**src/rtl/nsec_pkg.sv**
```systemverilog
package nsec_pkg;
  typedef enum logic [2:0] {
    ST_IDLE = 3'd0,
    ST_HASH = 3'd1,
    ST_FILL = 3'd2,
    ST_DONE = 3'd3,
    ST_FAIL = 3'd4
  } nsec_state_e;
endpackage

```
**src/rtl/nsec_rst_sync.sv**
```systemverilog
module nsec_rst_sync (
  input  logic clk,
  input  logic rst_n,
  output logic rst_ni
);
  logic meta_q;

  always_ff @(posedge clk or negedge rst_n) begin
    if (!rst_n) begin
      meta_q <= 1'b0;
      rst_ni <= 1'b0;
    end else begin
      meta_q <= 1'b1;
      rst_ni <= meta_q;
    end
  end
endmodule

```
**src/rtl/nsec_timer.sv**
```systemverilog
module nsec_timer #(
  parameter int unsigned LIMIT = 400000
) (
  input  logic clk,
  input  logic rst_ni,
  input  logic run,
  output logic first,
  output logic expired
);
  localparam int unsigned TW = (LIMIT > 1) ? $clog2(LIMIT) : 1;

  logic [TW-1:0] cnt_q, cnt_d;

  always_comb begin
    cnt_d = cnt_q;
    if (!run) cnt_d = '0;
    else if (!expired) cnt_d = cnt_q + 1'b1;
  end

  always_ff @(posedge clk or negedge rst_ni) begin
    if (!rst_ni) cnt_q <= '0;
    else cnt_q <= cnt_d;
  end

  assign first   = run && (cnt_q == '0);
  assign expired = run && (cnt_q == TW'(LIMIT - 1));
endmodule

```
**src/rtl/nsec_fill.sv**
```systemverilog
module nsec_fill #(
  parameter int unsigned SP_BYTES = 8
) (
  input  logic                        clk,
  input  logic                        rst_ni,
  input  logic                        run,
  output logic [$clog2(SP_BYTES)-1:0] addr,
  output logic                        last
);
  localparam int unsigned AW = $clog2(SP_BYTES);

  logic [AW-1:0] idx_q, idx_d;

  always_comb begin
    idx_d = run ? idx_q + 1'b1 : '0;
  end

  always_ff @(posedge clk or negedge rst_ni) begin
    if (!rst_ni) idx_q <= '0;
    else idx_q <= idx_d;
  end

  assign addr = idx_q;
  assign last = run && (idx_q == AW'(SP_BYTES - 1));
endmodule

```
**src/rtl/nsec_status.sv**
```systemverilog
module nsec_status (
  input  logic clk,
  input  logic rst_ni,
  input  logic run,
  input  logic slot,
  output logic phase
);
  logic ph_q, ph_d;

  always_comb begin
    ph_d = ph_q;
    if (!run) ph_d = 1'b0;
    else if (slot) ph_d = ~ph_q;
  end

  always_ff @(posedge clk or negedge rst_ni) begin
    if (!rst_ni) ph_q <= 1'b0;
    else ph_q <= ph_d;
  end

  assign phase = ph_q;
endmodule

```
**src/rtl/nsec_seq.sv**
```systemverilog
module nsec_seq
  import nsec_pkg::*;
#(
  parameter int unsigned SECRET_W    = 32,
  parameter int unsigned SP_BYTES    = 8,
  parameter logic [7:0]  FILL_BYTE   = 8'hAA,
  parameter logic [7:0]  CMD_NEXT    = 8'h33,
  parameter int unsigned TIMEOUT_CYC = 400000
) (
  input  logic                        clk,
  input  logic                        rst_n,
  input  logic                        cmd_valid,
  input  logic [7:0]                  cmd_byte,
  input  logic                        bus_rst,
  input  logic                        wr_prot,
  output logic                        hash_start,
  input  logic                        hash_done,
  input  logic [SECRET_W-1:0]         hash_result,
  output logic                        sec_we,
  output logic [SECRET_W-1:0]         sec_wdata,
  output logic                        sp_we,
  output logic [$clog2(SP_BYTES)-1:0] sp_addr,
  output logic [7:0]                  sp_wdata,
  input  logic                        rd_slot,
  output logic                        rd_bit,
  output logic                        busy
);
  nsec_state_e state_q, state_d;
  logic rst_ni;
  logic in_hash, in_fill, in_done;
  logic t_first, t_expired, f_last, phase;
  logic cmd_hit;

  nsec_rst_sync u_rst (.clk(clk), .rst_n(rst_n), .rst_ni(rst_ni));

  assign in_hash = (state_q == ST_HASH);
  assign in_fill = (state_q == ST_FILL);
  assign in_done = (state_q == ST_DONE);
  assign cmd_hit = cmd_valid && (cmd_byte == CMD_NEXT);

  nsec_timer #(.LIMIT(TIMEOUT_CYC)) u_timer (
    .clk(clk), .rst_ni(rst_ni), .run(in_hash),
    .first(t_first), .expired(t_expired)
  );

  nsec_fill #(.SP_BYTES(SP_BYTES)) u_fill (
    .clk(clk), .rst_ni(rst_ni), .run(in_fill),
    .addr(sp_addr), .last(f_last)
  );

  nsec_status u_status (
    .clk(clk), .rst_ni(rst_ni), .run(in_done && !bus_rst),
    .slot(rd_slot), .phase(phase)
  );

  always_comb begin
    state_d = state_q;
    if (bus_rst) begin
      state_d = ST_IDLE;
    end else begin
      unique case (state_q)
        ST_IDLE: if (cmd_hit) state_d = wr_prot ? ST_FAIL : ST_HASH;
        ST_HASH: begin
          if (hash_done) state_d = ST_FILL;
          else if (t_expired) state_d = ST_FAIL;
        end
        ST_FILL: if (f_last) state_d = ST_DONE;
        ST_DONE: state_d = ST_DONE;
        ST_FAIL: state_d = ST_FAIL;
        default: state_d = ST_IDLE;
      endcase
    end
  end

  always_ff @(posedge clk or negedge rst_ni) begin
    if (!rst_ni) state_q <= ST_IDLE;
    else state_q <= state_d;
  end

  assign hash_start = t_first;
  assign sec_we     = in_hash && hash_done && !bus_rst;
  assign sec_wdata  = hash_result;
  assign sp_we      = in_fill && !bus_rst;
  assign sp_wdata   = FILL_BYTE;
  assign busy       = in_hash || in_fill;
  assign rd_bit     = in_done && phase;
endmodule

```
**config.mk**
```make
export PLATFORM = sky130hd
export DESIGN_NAME = nsec_seq
export DESIGN_NICKNAME = d
export VERILOG_FILES = /design/src/rtl/nsec_pkg.sv /design/src/rtl/nsec_rst_sync.sv /design/src/rtl/nsec_timer.sv /design/src/rtl/nsec_fill.sv /design/src/rtl/nsec_status.sv /design/src/rtl/nsec_seq.sv
export SDC_FILE = /design/constraint.sdc
export NUM_CORES = 1
export LEC_CHECK = 0
export ABC_CLOCK_PERIOD_IN_PS = 2800
export BUFFER_PORTS_ARGS = -buffer_cell sky130_fd_sc_hd__buf_2
export CAP_MARGIN = 20
export CORE_MARGIN = 8
export CORE_UTILIZATION = 35
export DETAILED_ROUTE_END_ITERATION = 10
export GPL_TIMING_DRIVEN = 0
export PLACE_DENSITY = 0.68
export SYNTH_ARGS = -nofsm -noshare
export SYNTH_HDL_FRONTEND = slang
export SYNTH_SLANG_ARGS = --single-unit
export TNS_END_PERCENT = 10
```
**constraint.sdc**
```tcl
create_clock -name clk -period 2.8 [get_ports clk]
set_clock_uncertainty 0.05 [all_clocks]
set_input_delay 0.28 -clock clk [delete_from_list [all_inputs] [get_ports clk]]
set_output_delay 0.28 -clock clk [all_outputs]
set_load 0.02 [all_outputs]
```
==> results of run 1 <==
routing by layer:
metal	vias to the layer above	share of wire	wire, µm
met4	0	0.0056	24
met3	4	0.062	269
met2	52	0.51	2190
li1	786	-	-
met5	-	0	0
met1	722	0.42	1830
per-stage QoR:
step / hold WS [ns] / instance area, µm² / total power [µW] / utilization / instances
after floorplan: -0.0656 / 1880 / 511 / - / 208
after global placement: 0.0156 / 2240 / 547 / 0.438 / 332
after detailed placement: 0.0157 / 2240 / 548 / 0.438 / 332
after CTS: 0.169 / 2320 / 868 / 0.454 / 337
after global routing: 0.140 / 2350 / 900 / 0.460 / 338
final: 0.0988 / 2350 / 869 / 0.460 / 338
flip-flops by register name (all words and copies together) (netlist names):
signal / cells
u_timer.cnt_q: 19
state_q: 3
u_fill.addr: 3
u_rst.meta_q: 1
u_rst.rst_ni: 1
u_status.phase: 1
kinds of logic (layout without fill, tap and decap cells):
| logic type | Yosys count | after routing | synth area share |
|---|---|---|---|
| XOR/XNOR | 10 | 10 | 0.0472 |
| flip-flops | 28 | 28 | 0.378 |
| AND/OR/NAND/NOR | 83 | 83 | 0.263 |
| buffers and inverters | 50 | 110 | 0.194 |
| AO/OA/AOI/OAI | 23 | 23 | 0.0816 |
| multiplexers | 1 | 1 | 0.00540 |
| other | 2 | 9 | 0.00405 |
| adder cells (fa/ha/maj) | 4 | 4 | 0.0270 |
cell type report:
cell class,count,share of cell area
Inverter,3,0.00480
Multi-Input combinational cell,130,0.350
Tap cell,70,0.0373
Clock inverter,1,0.0128
Clock buffer,3,0.0176
Timing Repair Buffer,56,0.131
Sequential cell,28,0.299
Buffer,47,0.148
synthesized netlist by cell type, types with 2 or more instances:
master and instances:
nor4_2 2, and4_1 2, buf_2 2, inv_1 3, ha_1 4, buf_6 2
xor2_1 5, nor3_1 4, or4_1 2, nand3_1 5, nor4_1 3, clkbuf_1 2
dfrtp_1 28, nor2_1 23, and2_1 3, and3_1 8, xnor2_1 5, conb_1 2
o211ai_1 5, buf_4 41, nand4_1 6, nand3_2 2, nand2_1 9, nand2b_1 2
o21ai_0 8, a31oi_1 5, nor3b_1 2
power breakdown:
group / internal (µW) / total [µW] / switching (µW)
Clock: 192 / 324 / 132
Combinational: 66.6 / 136 / 69.3
Sequential: 406 / 409 / 2.88
path summary, 6_finish.rpt:
| kind | cells after the start | slack (ns) | endpoint | start |
|---|---|---|---|---|
| max reg2reg | 7 | 0.96 | state_q[0]$_DFFE_PN0P_ | u_timer.cnt_q[0]$_DFFE_PN0P_ |
| max | 6 | 0.40 | hash_start | state_q[0]$_DFFE_PN0P_ |
| min reg2reg | 0 | 0.1 | u_timer.cnt_q[11]$_DFFE_PN0P_ | u_rst.rst_ni$_DFF_PN0_ |
| max in group asynchronous | 1 | 2.18 | u_status.phase$_DFFE_PN0P_ | u_rst.rst_ni$_DFF_PN0_ |
| min | 0 | 0.1 | u_timer.cnt_q[11]$_DFFE_PN0P_ | u_rst.rst_ni$_DFF_PN0_ |
| min in group clk | 2 | 0.17 | u_status.phase$_DFFE_PN0P_ | bus_rst |
timing repair:
action | in CTS | in global routing
hold buffers | 1 | 0
endpoints found under the hold margin | 2 | 0
gates resized for setup | 0 | 0
==> qor.csv, run 1 <==
metric,value,unit
grt met1 use,0.128,
Max Cap Viol,0,
crit-path most repeated cell,buf_2,
Die Ht,88.8,µm
total grt overflow,0,
WL final,4310,µm
Synth Flop Type,dfrtp_1,
via-per-instance ratio,4.63,
initial antenna violation count,0,
minimum clock period,2.40,ns
Synth area leader,dfrtp_1,
remaining antenna violation count,0,
period utilisation layout,0.855,
post-synth top area share,0.378,
GPL Wtd Cong,0.850,
Unique masters post-synth,43,
post-CTS setup buffers,0,
most common library cell in the layout ignoring fill and taps,buf_2,
Max Root-Sink Buffers,2,
Pre-antenna DRT Iters,6,
Root Buffer Master,clkbuf_8,
most frequent cells in the layout,"buf_2, buf_4, dfrtp_1",
Critical Path AT,2.07,ns
DRT iter0 DRCs,60,
Syn Inst Count,201,
Hold Path Class,register to asynchronous set/reset pin,
final worst slack,0.405,ns
busiest grt layer,met2,
"Seq/Total Area, Yosys",0.378,
Critical Path Source Type,register,
f_max,0.418,GHz
worst-path maximum fanout,10,
synthesized area,0.00185,mm²
IO Pins,95,
first-pass GRT wire length,6760,µm
area grow syn2layout,26.6,%
Top delay family on crit path,buffers and inverters,
syn_area_per_cell,9.23,µm²
CORE AREA,0.00511,mm²
Crit Path Class,register to output port,
multi-input logic area,821,µm²
GR Layer Usage met3,0.0214,
# DRC,0,
vias in the first global route,1557,
NumNets Final,320,
Ys Warns,0,
top post-synthesis cells by area,"dfrtp_1, buf_4, nor2_1",
Vias,1564,
global-route usage over all layers,0.105,
layout cells sized above 1,0.422,
Die W,88.8,µm
Buf/Inv on CP,3,
outcome,completed,
CTS sink count,28,
routing usage on met2,0.183,
Setup-failing EPs final,0,
antenna cells,0,
Core Rows,26,
CP Capture Type,output port,
TNS Setup,0,ns
FF+latch area,701,µm²
die area,0.00788,mm²
power per cell area,370,mW/mm²
Place WS,0.725,ns
"FF+latch count, synth",28,
largest net degree at the start of global routing,27,
RSZ-0062 raised after global routing,no,
clock insertion delay at the later pin of the skew report,0.28,ns
HPWL Detailed,3500,µm
Hold Fails Final Rpt,0,
worst vdd ir,0.000204,V
clock transition at the registers of the reported paths,0.10,ns
PortBufs,54,
H-tree Lvls,1,
Num CTS Buffers,3,
leak pwr,0.00122,µW
CTS tree,done,
post-synthesis async set-or-reset flop share,1.00,
Fillers,527,
routed wire length per instance,12.8,µm
CP max stage delay,0.41,ns
Initial Util,0.363,
final max-slew violation count,0,
"Slowest-stage cell, CP",clkbuf_1,
crit path cell chain,"buf_2, nor3b_2, clkbuf_1, nand3_1, nor2_1, buf_2",
Post-synth EDFFs,0,
Worst Path Required,2.47,ns
No activity file was read; power rests on OpenSTA's default activity.
==> run 2: changes to the inputs <==
Settings changed: CORE_ASPECT_RATIO set to 0.7, HOLD_SLACK_MARGIN set to 0.03, SYNTH_HIERARCHICAL set to 1.
==> run 2 against run 1 <==
Maximum frequency shrank 3.5%. Wire length grew 9.1%. Count of clock-buffer cells in the layout grew 1. Critical endpoint is now state_q[2]$_DFFE_PN0P_. Largest cell class unchanged. Highest routed layer unchanged.
==> qor.csv, run 2 <==
metric,value,unit
Num CTS Buffers,3,
max reg flops,19,
post-synthesis async set-or-reset flop share,1.00,
CP Capture Type,register,
NumNets Final,332,
via-per-instance ratio,4.68,
Setup-failing EPs final,0,
TNS Setup,0,ns
Synth area leader,dfrtp_1,
Die Ht,77.3,µm
Max Root-Sink Buffers,2,
area grow syn2layout,25.4,%
H-tree Lvls,1,
Critical Path AT,2.58,ns
CTS sink count,28,
Core Rows,22,
Ys Warns,6,
PortBufs,54,
Largest Register,u_timer/cnt_q,
clock transition at the registers of the reported paths,0.09,ns
routed wire length per instance,13.4,µm
syn_area_per_cell,8.82,µm²
Initial Util,0.361,
antenna cells,0,
Place WS,0.138,ns
Synth Flop Type,dfrtp_1,
Pre-antenna DRT Iters,5,
most common library cell in the layout ignoring fill and taps,buf_2,
post-route cell area,0.00236,mm²
slew margin rel.,0.600,
leak pwr,0.00115,µW
# DRC,0,
f_max,0.403,GHz
largest net degree at the start of global routing,27,
period utilisation layout,0.887,
GPL Wtd Cong,0.863,
most frequent cell after synthesis,buf_4,
total grt overflow,0,
Hold Path Class,input port to register,
Slew @ Worst Pin,0.594,ns
hold slack,0.134,ns
RSZ-0062 raised after global routing,no,
Root Buffer Master,clkbuf_8,
Max Cap Viol,0,
Die W,104,µm
worst vdd ir,0.000265,V
HPWL Detailed,3810,µm
Unique masters post-synth,42,
"FF+latch count, synth",28,
global-route usage over all layers,0.117,
Worst Path Required,2.90,ns
Post-synth EDFFs,0,
most frequent cells after synthesis,"buf_4, dfrtp_1, nor2_1, nand2_1, nand4_1",
Vias,1642,
die area,0.00800,mm²
most frequent cells in the layout,"buf_2, buf_4, dfrtp_1",
minimum clock period,2.48,ns
clock insertion delay at the later pin of the skew report,0.27,ns
final worst slack,0.317,ns
WL final,4700,µm
initial antenna violation count,0,
outcome,completed,
dpl cell area,0.00226,mm²
post-CTS setup buffers,0,
vias in the first global route,1545,
Syn Inst Count,213,
first-pass GRT wire length,8020,µm
fin util,0.453,
Hold Fails Final Rpt,0,
synthesized area,0.00188,mm²
top post-synthesis cells by area,"dfrtp_1, buf_4, nor2_1",
CTS tree,done,
CORE AREA,0.00520,mm²
layout cells sized above 1,0.391,
power per cell area,334,mW/mm²
worst-path maximum fanout,10,
final max-slew violation count,0,
post-synth top area share,0.373,
remaining antenna violation count,0,
Crit Path Class,register to register,
DRT iter0 DRCs,143,
Critical Path Source Type,register,
IO Pins,95,
"Seq/Total Area, Yosys",0.373,
run 2: cell types whose count changed after synthesis, sizes merged, moves of 3 or more:
| cell | change |
|---|---|
| nand2b | +5 |
| nand2 | +5 |
| nor2 | -5 |
| a21oi | +6 |
| buf | -3 |
| nand4 | +3 |
| mux2i | +4 |
| and2 | +4 |
| o211ai | -5 |
| and3 | -4 |
run 2: metal layers:
metal,track usage,share of wire,vias to the layer above
met5,0,0,-
met4,0.0219,0.0030,0
met3,0.0409,0.083,2
met2,0.178,0.45,65
met1,0.155,0.46,748
li1,-,-,827
run 2: kinds of logic (layout without fill, tap and decap cells):
family,count (synthesis),count (layout),share of synthesized area
muxes,5,5,0.0266
other,3,9,0.00600
and+or+nand+nor,91,91,0.271
xor gates and xnor gates,7,7,0.0326
adders and majority gates,5,5,0.0333
DFF,28,28,0.373
AOI/OAI and AO/OA,24,24,0.0760
buffers and inverters,50,110,0.181
run 2: stage by stage:
stage	power (µW)	cells
after floorplan	509	219
after global placement	544	345
after detailed placement	545	345
after CTS	794	350
after global routing	824	351
final	788	351
run 2: layout make-up:
cell class | count | area [µm²]
flip-flops and latches | 28 | 701
clock buffers | 4 | 55.1
inverters | 5 | 18.8
plain buffers | 45 | 322
fillers | 508 | 2850
well taps | 72 | 90.1
multi-input cells | 141 | 862
repair buffers | 56 | 308
run 2: report_power, final:
| group | total [µW] | switching [µW] | internal [µW] |
|---|---|---|---|
| Combinational | 132 | 66.5 | 65.8 |
| Clock | 246 | 120 | 126 |
| Sequential | 409 | 3.69 | 405 |
| Total | 788 | 191 | 597 |
run 2: path summary, 6_finish.rpt:
kind,from,slack [ns],end,cells past startpoint
max,state_q[0]$_DFFE_PN0P_,0.32,state_q[2]$_DFFE_PN0P_,7
min,bus_rst,0.13,state_q[2]$_DFFE_PN0P_,2
max reg2reg,state_q[0]$_DFFE_PN0P_,0.32,state_q[2]$_DFFE_PN0P_,7
min reg2reg,u_rst/rst_ni$_DFF_PN0_,0.17,u_fill/addr[0]$_DFF_PN0_,0
max in group asynchronous,u_rst/rst_ni$_DFF_PN0_,2.08,u_timer/cnt_q[5]$_DFFE_PN0P_,1
min in group asynchronous,u_rst/rst_ni$_DFF_PN0_,0.17,u_fill/addr[0]$_DFF_PN0_,0
run 2: repair_timing:
item / 4_1_cts / 5_1_grt
setup endpoints to repair: 0 / 2
resized for setup: 0 / 1
hold buffers: 1 / 0
hold endpoints to repair: 2 / 0
run 2: worst max-delay path, stage by stage, from the launching register on:
cell	delay, ns
dfrtp_1	0.33
clkbuf_1	0.27
nand2b_1	0.20
nor2_2	0.34
clkinv_1	0.37
nor2_1	0.26
a31oi_1	0.12
a2111oi_0	0.41
